===== src/rtl/irq_route_pkg.sv =====
package irq_route_pkg;
  localparam int DATA_W    = 8;
  localparam int ADDR_W    = 4;
  localparam int IRQ_W     = 4;
  localparam int NUM_IRQ   = 1 << IRQ_W;
  localparam int NUM_PCI   = 4;
  localparam int NUM_BOARD = 4;
  localparam int NUM_ROUTE = NUM_PCI + NUM_BOARD;
  localparam int NUM_SW    = NUM_IRQ / DATA_W;

  // Route slot positions (also the register addresses)
  localparam int IDX_IDE = NUM_PCI;
  localparam int IDX_USB = NUM_PCI + 1;
  localparam int IDX_SCI = NUM_PCI + 2;
  localparam int IDX_MON = NUM_PCI + 3;
  localparam int SW_BASE = NUM_ROUTE;

  // Field positions inside a routing register
  localparam int BIT_OFF  = 7;
  localparam int BIT_SWAP = 4;

  localparam logic [DATA_W-1:0] MASK_ROUTE = 8'h8F;
  localparam logic [DATA_W-1:0] MASK_IDE   = 8'h9F;
  localparam logic [DATA_W-1:0] RST_ROUTE  = 8'h80;

  // Fixed native IDE line targets
  localparam int NATIVE_PLAIN = 15;
  localparam int NATIVE_SWAP  = 14;

  typedef logic [DATA_W-1:0]  cfg_t;
  typedef logic [NUM_IRQ-1:0] irq_vec_t;
endpackage


===== src/rtl/irq_rst_sync.sv =====
module irq_rst_sync (
  input  logic clk,
  input  logic rst_n,
  output logic rst_n_sync
);
  logic [1:0] sync_q;

  always_ff @(posedge clk or negedge rst_n) begin
    if (!rst_n) begin
      sync_q <= 2'b00;
    end else begin
      sync_q <= {sync_q[0], 1'b1};
    end
  end

  assign rst_n_sync = sync_q[1];
endmodule


===== src/rtl/irq_cfg_regs.sv =====
module irq_cfg_regs
  import irq_route_pkg::*;
(
  input  logic                                 clk,
  input  logic                                 rst_n,
  input  logic                                 wr_en,
  input  logic [ADDR_W-1:0]                    wr_addr,
  input  logic [DATA_W-1:0]                    wr_data,
  input  logic [ADDR_W-1:0]                    rd_addr,
  output logic [DATA_W-1:0]                    rd_data,
  output logic [NUM_ROUTE-1:0][DATA_W-1:0]     route_cfg,
  output logic [NUM_IRQ-1:0]                   sw_vec
);
  logic [NUM_ROUTE-1:0][DATA_W-1:0] cfg_q, cfg_d;
  logic [NUM_SW-1:0][DATA_W-1:0]    sw_q,  sw_d;

  // Next state: masked write into the addressed slot
  always_comb begin
    cfg_d = cfg_q;
    sw_d  = sw_q;
    for (int i = 0; i < NUM_ROUTE; i++) begin
      if (wr_addr == ADDR_W'(i)) begin
        cfg_d[i] = wr_data & ((i == IDX_IDE) ? MASK_IDE : MASK_ROUTE);
      end
    end
    for (int j = 0; j < NUM_SW; j++) begin
      if (wr_addr == ADDR_W'(SW_BASE + j)) begin
        sw_d[j] = wr_data;
      end
    end
  end

  always_ff @(posedge clk or negedge rst_n) begin
    if (!rst_n) begin
      cfg_q <= {NUM_ROUTE{RST_ROUTE}};
      sw_q  <= '0;
    end else if (wr_en) begin
      cfg_q <= cfg_d;
      sw_q  <= sw_d;
    end
  end

  // Read mux; unmapped addresses return zero
  always_comb begin
    rd_data = '0;
    for (int i = 0; i < NUM_ROUTE; i++) begin
      if (rd_addr == ADDR_W'(i)) rd_data = cfg_q[i];
    end
    for (int j = 0; j < NUM_SW; j++) begin
      if (rd_addr == ADDR_W'(SW_BASE + j)) rd_data = sw_q[j];
    end
  end

  assign route_cfg = cfg_q;
  assign sw_vec    = sw_q;
endmodule


===== src/rtl/irq_route_decode.sv =====
module irq_route_decode
  import irq_route_pkg::*;
(
  input  logic [DATA_W-1:0]  cfg,
  input  logic               level,
  output logic [NUM_IRQ-1:0] vec
);
  always_comb begin
    vec = '0;
    if (level && !cfg[BIT_OFF]) begin
      vec[cfg[IRQ_W-1:0]] = 1'b1;
    end
  end
endmodule


===== src/rtl/irq_remap_router.sv =====
module irq_remap_router
  import irq_route_pkg::*;
(
  input  logic               clk,
  input  logic               rst_n,
  input  logic [3:0]         pci_int_req,
  input  logic [1:0]         ide_ch_req,
  input  logic               usb_req,
  input  logic               sci_req,
  input  logic               mon_req,
  input  logic               wr_en,
  input  logic [3:0]         wr_addr,
  input  logic [7:0]         wr_data,
  input  logic [3:0]         rd_addr,
  output logic [7:0]         rd_data,
  output logic [15:0]        irq_out
);
  logic                             rst_n_s;
  logic [NUM_ROUTE-1:0][DATA_W-1:0] route_cfg;
  logic [NUM_IRQ-1:0]               sw_vec;
  logic                             ide_swap;
  logic [NUM_ROUTE-1:0]             src_lvl;
  logic [NUM_IRQ-1:0]               route_vec [NUM_ROUTE];
  logic [NUM_IRQ-1:0]               native_vec;
  logic [NUM_IRQ-1:0]               irq_d, irq_q;

  irq_rst_sync u_rst_sync (
    .clk        (clk),
    .rst_n      (rst_n),
    .rst_n_sync (rst_n_s)
  );

  irq_cfg_regs u_cfg (
    .clk       (clk),
    .rst_n     (rst_n_s),
    .wr_en     (wr_en),
    .wr_addr   (wr_addr),
    .wr_data   (wr_data),
    .rd_addr   (rd_addr),
    .rd_data   (rd_data),
    .route_cfg (route_cfg),
    .sw_vec    (sw_vec)
  );

  assign ide_swap = route_cfg[IDX_IDE][BIT_SWAP];

  // Source levels per route slot; swap picks which IDE channel is remapped
  always_comb begin
    src_lvl                = '0;
    src_lvl[NUM_PCI-1:0]   = pci_int_req;
    src_lvl[IDX_IDE]       = ide_swap ? ide_ch_req[1] : ide_ch_req[0];
    src_lvl[IDX_USB]       = usb_req;
    src_lvl[IDX_SCI]       = sci_req;
    src_lvl[IDX_MON]       = mon_req;
  end

  for (genvar g = 0; g < NUM_ROUTE; g++) begin : g_route
    irq_route_decode u_dec (
      .cfg   (route_cfg[g]),
      .level (src_lvl[g]),
      .vec   (route_vec[g])
    );
  end

  // Fixed native IDE line, independent of the route disable bit
  always_comb begin
    native_vec = '0;
    if (ide_swap) native_vec[NATIVE_SWAP]  = ide_ch_req[0];
    else          native_vec[NATIVE_PLAIN] = ide_ch_req[1];
  end

  always_comb begin
    irq_d = sw_vec | native_vec;
    for (int i = 0; i < NUM_ROUTE; i++) begin
      irq_d = irq_d | route_vec[i];
    end
  end

  always_ff @(posedge clk or negedge rst_n_s) begin
    if (!rst_n_s) begin
      irq_q <= '0;
    end else begin
      irq_q <= irq_d;
    end
  end

  assign irq_out = irq_q;
endmodule


===== config.mk =====
export PLATFORM = sky130hd
export DESIGN_NAME = irq_remap_router
export DESIGN_NICKNAME = d
export VERILOG_FILES = /design/src/rtl/irq_route_pkg.sv /design/src/rtl/irq_rst_sync.sv /design/src/rtl/irq_cfg_regs.sv /design/src/rtl/irq_route_decode.sv /design/src/rtl/irq_remap_router.sv
export SDC_FILE = /design/constraint.sdc
export NUM_CORES = 1
export LEC_CHECK = 0
export ABC_AREA = 0
export BUFFER_PORTS_ARGS = -buffer_cell sky130_fd_sc_hd__buf_2
export CAP_MARGIN = 20
export CORE_MARGIN = 1.5
export CORE_UTILIZATION = 59
export CTS_CLUSTER_DIAMETER = 100
export DETAILED_ROUTE_END_ITERATION = 8
export PLACE_DENSITY = 0.77
export SLEW_MARGIN = 40
export SYNTH_ARGS = -nofsm -noshare
export SYNTH_HDL_FRONTEND = slang
export SYNTH_SLANG_ARGS = --single-unit

===== constraint.sdc =====
create_clock -name clk -period 2.44 [get_ports clk]
set_input_delay 0 -clock clk [delete_from_list [all_inputs] [get_ports clk]]
set_output_delay 0 -clock clk [all_outputs]
set_load 0.05 [all_outputs]

# == After elaboration in Yosys (flattened, before gate mapping) ==
# Index checks and enable logic that the tools add are counted.
# totals
input_bits,28
ram_bits,0
regBits,75
rom_bits,0
output_inout_bits,24
memories,0
latchBits,0
# op_classes
mux,37
div_mod_pow,0
eq_ne,18
shifts,0
n_bitwise,9
reduce_logical,36
add_sub_neg,0
n_mul,0
n_lt_le_gt_ge,16
# op_table
cell,count
$or 16x16->16,9
$mux 16,8
$mux 8,10
$lt 4x5->1 const B,8
$demux 1 s4,8
$eq 4x3->1 const B,8
$ge 4x1->1 const B,8
$reduce_and 2->1,10
$eq 4x2->1 const B,4
$eq 4x4->1 const B,4
$logic_and 1x1->1,16
$mux 1,11
$eq 4x1->1 const B,2
$logic_not 1->1,8
$logic_not 4->1,2

# == Depth between registers and ports, before layout ==
# Gate-level depths: netlist (run 1).
# logic_depth
word_depth,13
mapped_depth,6
depth_no_buf,4

# == Modules after synthesis ==
# A second synthesis (run 1) with hierarchy kept.
# hier_totals
cells_unflattened,486
hier_area_um2,4800.9
# modules_own_cells
mod,n_inst,area_per_inst_um2,cells_each
irq_cfg_regs,1,2946.6,217
irq_route_decode,8,131.4,23
irq_remap_router,1,749.5,82
irq_rst_sync,1,53.8,3

# == Worst setup path before layout (run 1) ==
# No wires, ideal clock.
# synth_timing
path_kind,reg-to-output
start,"reg u_cfg.cfg_q, in the netlist u_cfg.route_cfg[57]"
end,out rd_data[1]
path_stages_with_launch,5
n_path_buf,0
slack_ns,0.479
t_arrival_ns,1.961
path_cell_list,dfrtp_1 -> mux2i_1 -> nor3b_1 -> a21oi_1 -> a221oi_1
# synth_between
elab_chain_cells,3
# synth_lines
item,line_no,rtl
start: declaration,irq_cfg_regs.sv:14,"logic [NUM_ROUTE-1:0][DATA_W-1:0] cfg_q, cfg_d;"
start signal: assignment,irq_cfg_regs.sv:35,cfg_q <= {NUM_ROUTE{RST_ROUTE}};
start signal: assignment,irq_cfg_regs.sv:38,cfg_q <= cfg_d;
$mux 8,irq_cfg_regs.sv:47,if (rd_addr == ADDR_W'(i)) rd_data = cfg_q[i];
$mux 8 (2 in series),irq_cfg_regs.sv:50,if (rd_addr == ADDR_W'(SW_BASE + j)) rd_data = sw_q[j];
end: declaration,irq_remap_router.sv:15,"output logic [7:0] rd_data,"
# No other way between the ends.

# == Worst setup path after layout (run 1) ==
# layout_timing
start,"reg u_cfg.cfg_q, in the netlist u_cfg.route_cfg[36]"
end,out rd_data[4]
# layout_between
elab_chain_cells,6
# layout_lines
item,line_no
$mux 8 (4 in series),irq_cfg_regs.sv:47
$mux 8 (2 in series),irq_cfg_regs.sv:50
# No other way between the ends.

==> flow_summary.ini, run 1 <==
[yosys]
synth_nets = 469
async_reset_ff_share_pct = 100.0
yosysTopAreaCell = dfrtp_1
yosysWarnings = 0
synth_area_mm2 = 0.004548
synth_edf_count = 0
synth.area.top_cells = dfrtp_1 37%, mux2_2 12%, o22ai_1 5.0%
ys_ff_latch = 75
ys.flop_type = dfrtp_1
netlist.area_leader.share_pct = 36.86
synth_cells = 441
synth_cell_types = 49
ys_seq_area_share_pct = 41.49
avgSynthCellArea_um2 = 10.31

[critical_path]
r2r_slack_ns = 0.68
crit_fanout = 4
path_class = flop to output port
cp-start-kind = flop
arrival_ns = 1.94
end_kind = output port
cp.required_ns = 2.44

[power_and_ir_drop]
clkPwrFrac_pct = 20.3
internal_power_mw = 2.550
leakagePower_nw = 2.042
p_switching_mw = 2.032
p_total_mw = 4.582
irDropWorstVdd_mv = 0.6089
power.share.sequential_pct = 44.3
powerDensity_mw_per_mm2 = 906.6
combPwrFrac_pct = 35.4
swShare_pct = 44.35

[global_routing]
grt_overflow = 0
grt_use_total_pct = 38.08
grt_max_degree = 40
grt_pass1_vias = 4036
grt_pass1_wl_um = 23230
antenna_found_initial = 0

[cts]
post_cts_buffers = 0
cts-htree-levels = 3
numCtsBuffers = 9
cts_sinks = 75
cts.clk_slew.worst_paths_ns = 0.09
clock_latency_ns = 0.36
cts_tree = done
cts_buffer_depth = 2
clock-root-buffer = clkbuf_8

[placed_design]
globalplace.congestion = 0.9924
place_hpwl_um = 11280
io_buffers = 51

[floorplan]
die_y_um = 90.80
placementRows = 31
die_x_um = 90.80
core_mm2 = 0.007370
start_util_pct = 61.71
io_pins = 52
fp.dieArea_mm2 = 0.008245

[sta]
rsz0062_at_grt = false
finClkSkew_ns = 0.01384
min_period_over_period_pct = 79.51
report.final.slew_viol_count = 0
worst_pin_slew_ns = 0.7955
setup_violations = 0
finalHoldViolCount = 0
slew-limit-headroom_pct = 46.96
setup_tns_ns = 0
min_period_ns = 1.940
max_freq_mhz = 515.5

[finish]
syn_to_final_growth_pct = 11.11
n_antenna_cell = 0
drive_above_1_share_pct = 29.48
num-fill-cells = 580
fin_nets = 508

[hold_path]
min_path_type = primary input to flop

[routing]
dr.pass1.iters = 5
vias = 4195
ant_nets = 0
vias_per_cell = 7.183
wirelength_um = 15190
wl_per_cell_um = 26.01
drc = 0
drt-initial-drc-count = 474

[flow_run]
maxCapViolations = 0

[status]
status = finished clean
==> state kept, by name (all words and copies together) (netlist names) <==
name	flops
u_cfg.route_cfg	41
irq_out	16
u_rst_sync.sync_q	2
u_cfg.sw_vec	16
==> power groups by stage <==
stage,Clock [mW],Combinational [mW],Sequential [mW]
2_1_floorplan,0,0.944,2.14
3_3_place_gp,0,1.57,2.01
3_5_place_dp,0,1.57,2.03
4_1_cts,0.918,1.59,2.00
5_1_grt,0.972,1.70,2.06
6_report,0.929,1.62,2.03
==> routing by layer <==
layer  up-vias  share of wire (%)  track usage, %
met3        70                 11           6.650
met2       327                 46           60.40
met1      2016                 37           49.42
li1       1782                  -               -
met4         0                5.5           21.09
met5         -                  0               0
==> repair_timing <==
item | in CTS | in global routing
endpoints found under the hold margin | 11 | 0
hold buffers | 7 | 0
resized for setup | 0 | 0
==> cells in the mapped netlist, types with 3 or more instances <==
library cell / number
nand3_1: 7
nor3_1: 38
o221ai_1: 3
or4b_1: 7
o32ai_1: 3
nor4_1: 11
dfstp_2: 8
o211ai_1: 5
nand3b_1: 8
a21oi_1: 5
nor2b_1: 3
o311ai_1: 6
o22ai_1: 36
nand4b_1: 7
mux2_2: 48
o21ai_0: 7
buf_1: 5
or4bb_1: 12
o21bai_1: 3
buf_2: 13
nor3b_1: 3
o31a_1: 3
nand2_1: 13
nand2b_1: 19
nor2_1: 35
dfrtp_1: 67
mux2i_1: 18
clkbuf_1: 12
mux2_4: 7
==> path summary, 6_finish.rpt <==
| check | startpoint | endpoint | cells after the start |
|---|---|---|---|
| min | wr_data[0] | u_cfg.route_cfg[40]$_DFFE_PN0P_ | 2 |
| min reg2reg | u_rst_sync.sync_q[1]$_DFF_PN0_ | u_cfg.sw_vec[2]$_DFFE_PN0P_ | 1 |
| max | u_cfg.route_cfg[36]$_DFFE_PN0P_ | rd_data[4] | 4 |
| max reg2reg | u_cfg.route_cfg[15]$_DFFE_PN1P_ | irq_out[14]$_DFF_PN0_ | 4 |
| max in group asynchronous | u_rst_sync.sync_q[1]$_DFF_PN0_ | u_cfg.route_cfg[47]$_DFFE_PN1P_ | 1 |
| min in group asynchronous | u_rst_sync.sync_q[1]$_DFF_PN0_ | u_cfg.sw_vec[2]$_DFFE_PN0P_ | 1 |
==> stage by stage <==
step / util (%) / std cells / cell area (µm²) / setup WS, ns / hold slack [ns]
floorplan: - / 441 / 4548 / 0.2106 / -0.2956
global placement: 65.08 / 561 / 4796 / 0.7605 / -0.2156
detailed placement: 65.08 / 561 / 4796 / 0.7534 / -0.2140
CTS: 68.49 / 584 / 5047 / 0.5304 / 0.03127
global route: 68.57 / 584 / 5054 / 0.4336 / 0.03659
finish: 68.57 / 584 / 5054 / 0.5000 / 0.04099
==> final cells by class <==
class | count | area (µm²) | share of cell area (%)
sequential | 75 | 1888 | 37.36
multi-input combinational | 331 | 2505 | 49.57
clock inverter | 7 | 57.56 | 1.139
tap | 99 | 123.9 | 2.451
clock buffer | 9 | 123.9 | 2.451
inverter | 2 | 7.507 | 0.1486
timing repair buffer | 61 | 347.8 | 6.883
==> worst max-delay path, stage by stage, from the launching register on <==
cell,delay [ns]
dfrtp_1,0.42
inv_1,0.11
o32a_1,0.35
nor3_1,0.35
buf_2,0.34
==> cell families after synthesis <==
family | synth area share, %
AOI/OAI and AO/OA | 11.91
buffers and inverters | 3.576
DFF | 41.49
muxes | 19.15
other | 0.08245
and+or+nand+nor | 23.80
==> layout by cell type, fill, tap and decap left out, types with 3 or more instances in the layout <==
cell type      instances
dfrtp_1               66
buf_2                 51
mux2_2                48
nor3_1                38
o22ai_1               36
nor2_1                35
nand2b_1              19
mux2i_1               18
nand2_1               13
or4bb_1               12
nor4_1                10
clkbuf_8               9
nand3b_1               8
dfstp_2                8
o21ai_0                7
nand3_1                7
or4b_1                 7
nand4b_1               7
mux2_4                 7
dlygate4sd3_1          7
o311ai_1               6
a21oi_1                5
o211ai_1               5
nor3b_1                3
nor2b_1                3
o32ai_1                3
o31a_1                 3
o221ai_1               3
o21bai_1               3
inv_6                  3
buf_4                  3
Note: power is estimated with default switching activity, not from simulation.
==> run 2: changes to the inputs <==
- ABC_AREA: 0 -> 1
- CORE_UTILIZATION: 59 -> 53
- PLACE_DENSITY: 0.77 -> 0.73
- clock period: 2.44 -> 1.64 ns (I/O delays scaled with it)
==> flow_summary.ini, run 2 <==
[finish]
fin_nets = 785
mostFrequentLayoutCell = nand2_1
syn_to_final_growth_pct = 21.95
n_antenna_cell = 0
mostFrequentLayoutCells = 206 x nand2_1, 74 x inv_1, 71 x nor2_1
finalInstanceArea_mm2 = 0.005533
drive_above_1_share_pct = 21.39
multi_input_area_mm2 = 0.002346
ff_latch_area_mm2 = 0.001898
num-fill-cells = 712
largest_reg_flops = 41

[yosys]
ys_seq_area_share_pct = 41.59
yosysTopAreaCell = dfrtp_1
yosysWarnings = 0
async_reset_ff_share_pct = 100.0
synth_cells = 659
synth.area.top_cells = dfrtp_1 37%, nand2_1 17%, nor2_1 6.5%
yosysMostFrequentCell = nand2_1
ys.flop_type = dfrtp_1
synth_nets = 687
synth_common_cells = 210 x nand2_1, 78 x nor2_1, 77 x inv_1, 67 x dfrtp_1, 57 x o21ai_0
synth_area_mm2 = 0.004537
avgSynthCellArea_um2 = 6.884
synth_cell_types = 32
netlist.area_leader.share_pct = 36.96
synth_edf_count = 0
ys_ff_latch = 75

[sta]
min_period_ns = 1.644
max_freq_mhz = 608.2
report.final.slew_viol_count = 0
setup_violations = 1
rsz0062_at_grt = true
setup_tns_ns = -0.004259
slew-limit-headroom_pct = 60.05
finalHoldViolCount = 0
setup_ws_ns = -0.004259
worst_pin_slew_ns = 0.5947
min_period_over_period_pct = 100.3
finClkSkew_ns = 0.01303

[floorplan]
fp.dieArea_mm2 = 0.009124
die_x_um = 95.52
io_pins = 52
start_util_pct = 54.94
placementRows = 33
die_y_um = 95.52
core_mm2 = 0.008258

[power_and_ir_drop]
leakagePower_nw = 2.686
powerDensity_mw_per_mm2 = 1287
combPwrFrac_pct = 39.4
power.share.sequential_pct = 38.6
swShare_pct = 46.05
internal_power_mw = 3.842
p_switching_mw = 3.279
clkPwrFrac_pct = 22.0
p_total_mw = 7.121
irDropWorstVdd_mv = 0.7906

[cts]
cts_buffer_depth = 2
clock_latency_ns = 0.36
clock-root-buffer = clkbuf_8
numCtsBuffers = 9
cts_tree = done
cts.clk_slew.worst_paths_ns = 0.09
cts-htree-levels = 3
cts_sinks = 75

[critical_path]
arrival_ns = 1.64
path_class = flop to output port
crit_fanout = 3
cp-start-kind = flop
cp.required_ns = 1.64
end_kind = output port

[placed_design]
place_hpwl_um = 13380
dpl_worst_slack_ns = 0.04618
placed_cell_area_mm2 = 0.005049
io_buffers = 51
globalplace.congestion = 1.189

[routing]
dr.pass1.iters = 6
drc = 0
vias_per_cell = 6.090
drt-initial-drc-count = 552
wirelength_um = 17580
ant_nets = 0
vias = 5280
wl_per_cell_um = 20.28

[global_routing]
grt_use_total_pct = 40.84
antenna_found_initial = 0
grt_overflow = 0
grt_max_degree = 74
grt_pass1_wl_um = 26720
grt_pass1_vias = 5010

[hold_path]
min_path_type = primary input to flop

[flow_run]
maxCapViolations = 0

[status]
violations = negative setup slack
status = complete, but fails checks
[run 2: repair_timing]
item                                    4_1_cts  5_1_grt
pin swaps                                     0       12
hold endpoints to repair                     24        0
cloned                                        0        0
setup buffers                                 5        7
resized for setup                            17       21
hold buffers                                 10        0
endpoints found under the setup margin        4       11
[run 2: cell type report]
cell class,count,share of cell area [%]
inverters,80,5.427
repair buffers,95,11.76
flip-flops and latches,75,34.31
clock inverters,7,1.493
clock buffers,9,2.239
multi-input cells,496,42.40
well taps,105,2.374
[run 2: critical path, cell delays in order, from the launching register on]
cell and delay [ns]:
dfrtp_1 0.41, nand3_1 0.10, nand2_1 0.08, nor2_2 0.15
nand4_1 0.13, nor2_2 0.14, nand4_1 0.10, buf_6 0.17
[run 2: layer usage]
| layer | global-route usage [%] | vias up | wire, µm | part of all wire, % |
|---|---|---|---|---|
| met4 | 27.21 | 0 | 1373 | 7.8 |
| met1 | 50.30 | 2442 | 6581 | 37 |
| met3 | 9.968 | 91 | 1936 | 11 |
| met5 | 0 | - | 0 | 0 |
| li1 | - | 2359 | - | - |
| met2 | 63.15 | 388 | 7693 | 44 |
[run 2: kinds of logic after synthesis]
group / synth area share [%]
buffers and inverters: 7.970
other: 0.08266
and+or+nand+nor: 37.59
AOI/OAI and AO/OA: 12.77
DFF: 41.59
[run 2: through the flow]
step | hold WS [ns] | util (%) | instances
floorplan | -0.2956 | - | 659
global placement | -0.2150 | 61.14 | 830
detailed placement | -0.2138 | 61.14 | 830
CTS | 0.05927 | 65.71 | 861
global route | 0.08175 | 67.00 | 867
finish | 0.07405 | 67.00 | 867
[run 2: power groups by stage]
stage | registers (mW) | logic (mW) | clock network [mW]
6_report | 2.75 | 2.81 | 1.57
5_1_grt | 2.78 | 3.02 | 1.62
4_1_cts | 2.73 | 2.61 | 1.55
3_5_place_dp | 2.79 | 2.49 | 0
3_3_place_gp | 2.79 | 2.49 | 0
2_1_floorplan | 3.15 | 1.20 | 0
[run 2: path summary, 6_finish.rpt]
path / from / endpoint / slack [ns] / cells after the start
min in group asynchronous: u_rst_sync.sync_q[1]$_DFF_PN0_ / u_cfg.sw_vec[5]$_DFFE_PN0P_ / 0.30 / 1
worst min-delay path: wr_addr[1] / u_cfg.route_cfg[47]$_DFFE_PN1P_ / 0.07 / 4
worst max-delay path: u_cfg.route_cfg[8]$_DFFE_PN0P_ / rd_data[0] / -0.004 / 7
worst min register to register: u_rst_sync.sync_q[1]$_DFF_PN0_ / u_cfg.sw_vec[5]$_DFFE_PN0P_ / 0.30 / 1
worst max register to register: u_cfg.route_cfg[47]$_DFFE_PN1P_ / irq_out[14]$_DFF_PN0_ / 0.03 / 8
max in group asynchronous: u_rst_sync.sync_q[1]$_DFF_PN0_ / u_cfg.route_cfg[55]$_DFFE_PN1P_ / 0.99 / 1
==> run 3: changes to the inputs <==
- CORE_UTILIZATION: 53 -> 64
- PLACE_DENSITY: 0.73 -> 0.83
- clock period: 1.64 -> 1.94 ns (I/O delays scaled with it)
==> flow_summary.ini, run 3 (synthesis results as in run 2) <==
[status]
status = finished clean

[sta]
min_period_over_period_pct = 94.01
finalHoldViolCount = 0
slew-limit-headroom_pct = 52.58
finClkSkew_ns = 0.01357
worst_pin_slew_ns = 0.7096
rsz0062_at_grt = false
setup_ws_ns = 0.1162
min_period_ns = 1.824
setup_tns_ns = 0
hold_ws_ns = 0.07881
setup_violations = 0
max_freq_mhz = 548.3
report.final.slew_viol_count = 0

[cts]
cts_resized = 0
cts_sinks = 75
clock-root-buffer = clkbuf_8
post_cts_buffers = 0
cts_tree = done
numCtsBuffers = 9
cts-htree-levels = 3
cts.clk_slew.worst_paths_ns = 0.08
holdBufCountCts = 10
cts_buffer_depth = 2
clock_latency_ns = 0.37

[placed_design]
place_hpwl_um = 12440
dpl_worst_slack_ns = 0.2797
globalplace.congestion = 1.129
io_buffers = 51

[routing]
vias = 5407
dr.pass1.iters = 6
ant_nets = 0
drc = 0
wirelength_um = 17250
vias_per_cell = 6.530
wl_per_cell_um = 20.83
drt-initial-drc-count = 1020

[power_and_ir_drop]
powerDensity_mw_per_mm2 = 1102
power.share.sequential_pct = 41.5
irDropWorstVdd_mv = 0.9143
p_total_mw = 5.717
leakagePower_nw = 2.531
clkPwrFrac_pct = 21.7
p_switching_mw = 2.646
internal_power_mw = 3.071
combPwrFrac_pct = 36.8
swShare_pct = 46.28

[floorplan]
io_pins = 52
die_y_um = 87.20
placementRows = 30
start_util_pct = 66.41
core_mm2 = 0.006832
fp.dieArea_mm2 = 0.007603
die_x_um = 87.20

[finish]
fin_nets = 755
mostFrequentLayoutCells = 210 x nand2_1, 78 x nor2_1, 77 x inv_1
syn_to_final_growth_pct = 14.34
drive_above_1_share_pct = 14.34
mostFrequentLayoutCell = nand2_1
largest_reg_flops = 41
n_antenna_cell = 0
num-fill-cells = 507

[critical_path]
end_kind = output port
cp.required_ns = 1.94
cp-start-kind = flop
arrival_ns = 1.82
crit_fanout = 7
path_class = flop to output port

[hold_path]
min_path_type = primary input to flop

[global_routing]
grt_overflow = 0
antenna_found_initial = 0
grt_pass1_vias = 5074
grt_max_degree = 74
grt_use_total_pct = 47.98
grt_pass1_wl_um = 26580

[flow_run]
maxCapViolations = 0
## run 3: power groups by stage
stage | Combinational [mW] | Clock [mW] | Sequential [mW]
final | 2.10 | 1.24 | 2.37
after global routing | 2.25 | 1.28 | 2.39
after CTS | 2.01 | 1.21 | 2.33
after detailed placement | 1.98 | 0 | 2.36
after global placement | 1.95 | 0 | 2.35
after floorplan | 1.01 | 0 | 2.67
## run 3: path summary, 6_finish.rpt
check | slack (ns) | depth (start not counted) | startpoint | end
min in group asynchronous | 0.31 | 1 | u_rst_sync.sync_q[1]$_DFF_PN0_ | u_cfg.route_cfg[36]$_DFFE_PN0P_
hold / removal | 0.08 | 3 | wr_en | u_cfg.route_cfg[15]$_DFFE_PN1P_
max in group asynchronous | 1.28 | 1 | u_rst_sync.sync_q[1]$_DFF_PN0_ | u_cfg.route_cfg[55]$_DFFE_PN1P_
setup reg to reg | 0.18 | 6 | u_cfg.route_cfg[63]$_DFFE_PN1P_ | irq_out[14]$_DFF_PN0_
setup / recovery | 0.12 | 7 | u_cfg.route_cfg[8]$_DFFE_PN0P_ | rd_data[0]
hold reg to reg | 0.31 | 1 | u_rst_sync.sync_q[1]$_DFF_PN0_ | u_cfg.route_cfg[36]$_DFFE_PN0P_
## run 3: stage by stage
step	util (%)	instances	instance area (µm²)
floorplan	-	659	4538
global placement	71.65	802	4895
detailed placement	71.65	802	4895
CTS	75.93	828	5187
global route	75.93	828	5187
finish	75.93	828	5187
## run 3: worst max-delay path: stages, from the launching register on
cell	delay, ns
dfrtp_1	0.51
nand3_1	0.16
nand2_1	0.07
nor2_1	0.17
nand4_1	0.13
nor2_1	0.11
nand4_1	0.09
buf_2	0.22
## run 3: layout make-up
| class | count | area [µm²] | area share [%] |
|---|---|---|---|
| multi-input cells | 496 | 2288 | 44.11 |
| flip-flops and latches | 75 | 1888 | 36.40 |
| repair buffers | 65 | 397.9 | 7.670 |
| inverters | 80 | 300.3 | 5.789 |
| clock buffers | 10 | 127.6 | 2.460 |
| well taps | 96 | 120.1 | 2.315 |
| clock inverters | 6 | 65.06 | 1.254 |
## run 3: layer usage
| layer | routed length, µm | track usage (%) | share of wire [%] | up-vias |
|---|---|---|---|---|
| met2 | 7390 | 71.74 | 43 | 535 |
| met4 | 1600 | 34.34 | 9.3 | 0 |
| met5 | 0 | 0 | 0 | - |
| li1 | - | - | - | 2291 |
| met3 | 2335 | 13.08 | 14 | 145 |
| met1 | 5922 | 59.95 | 34 | 2436 |
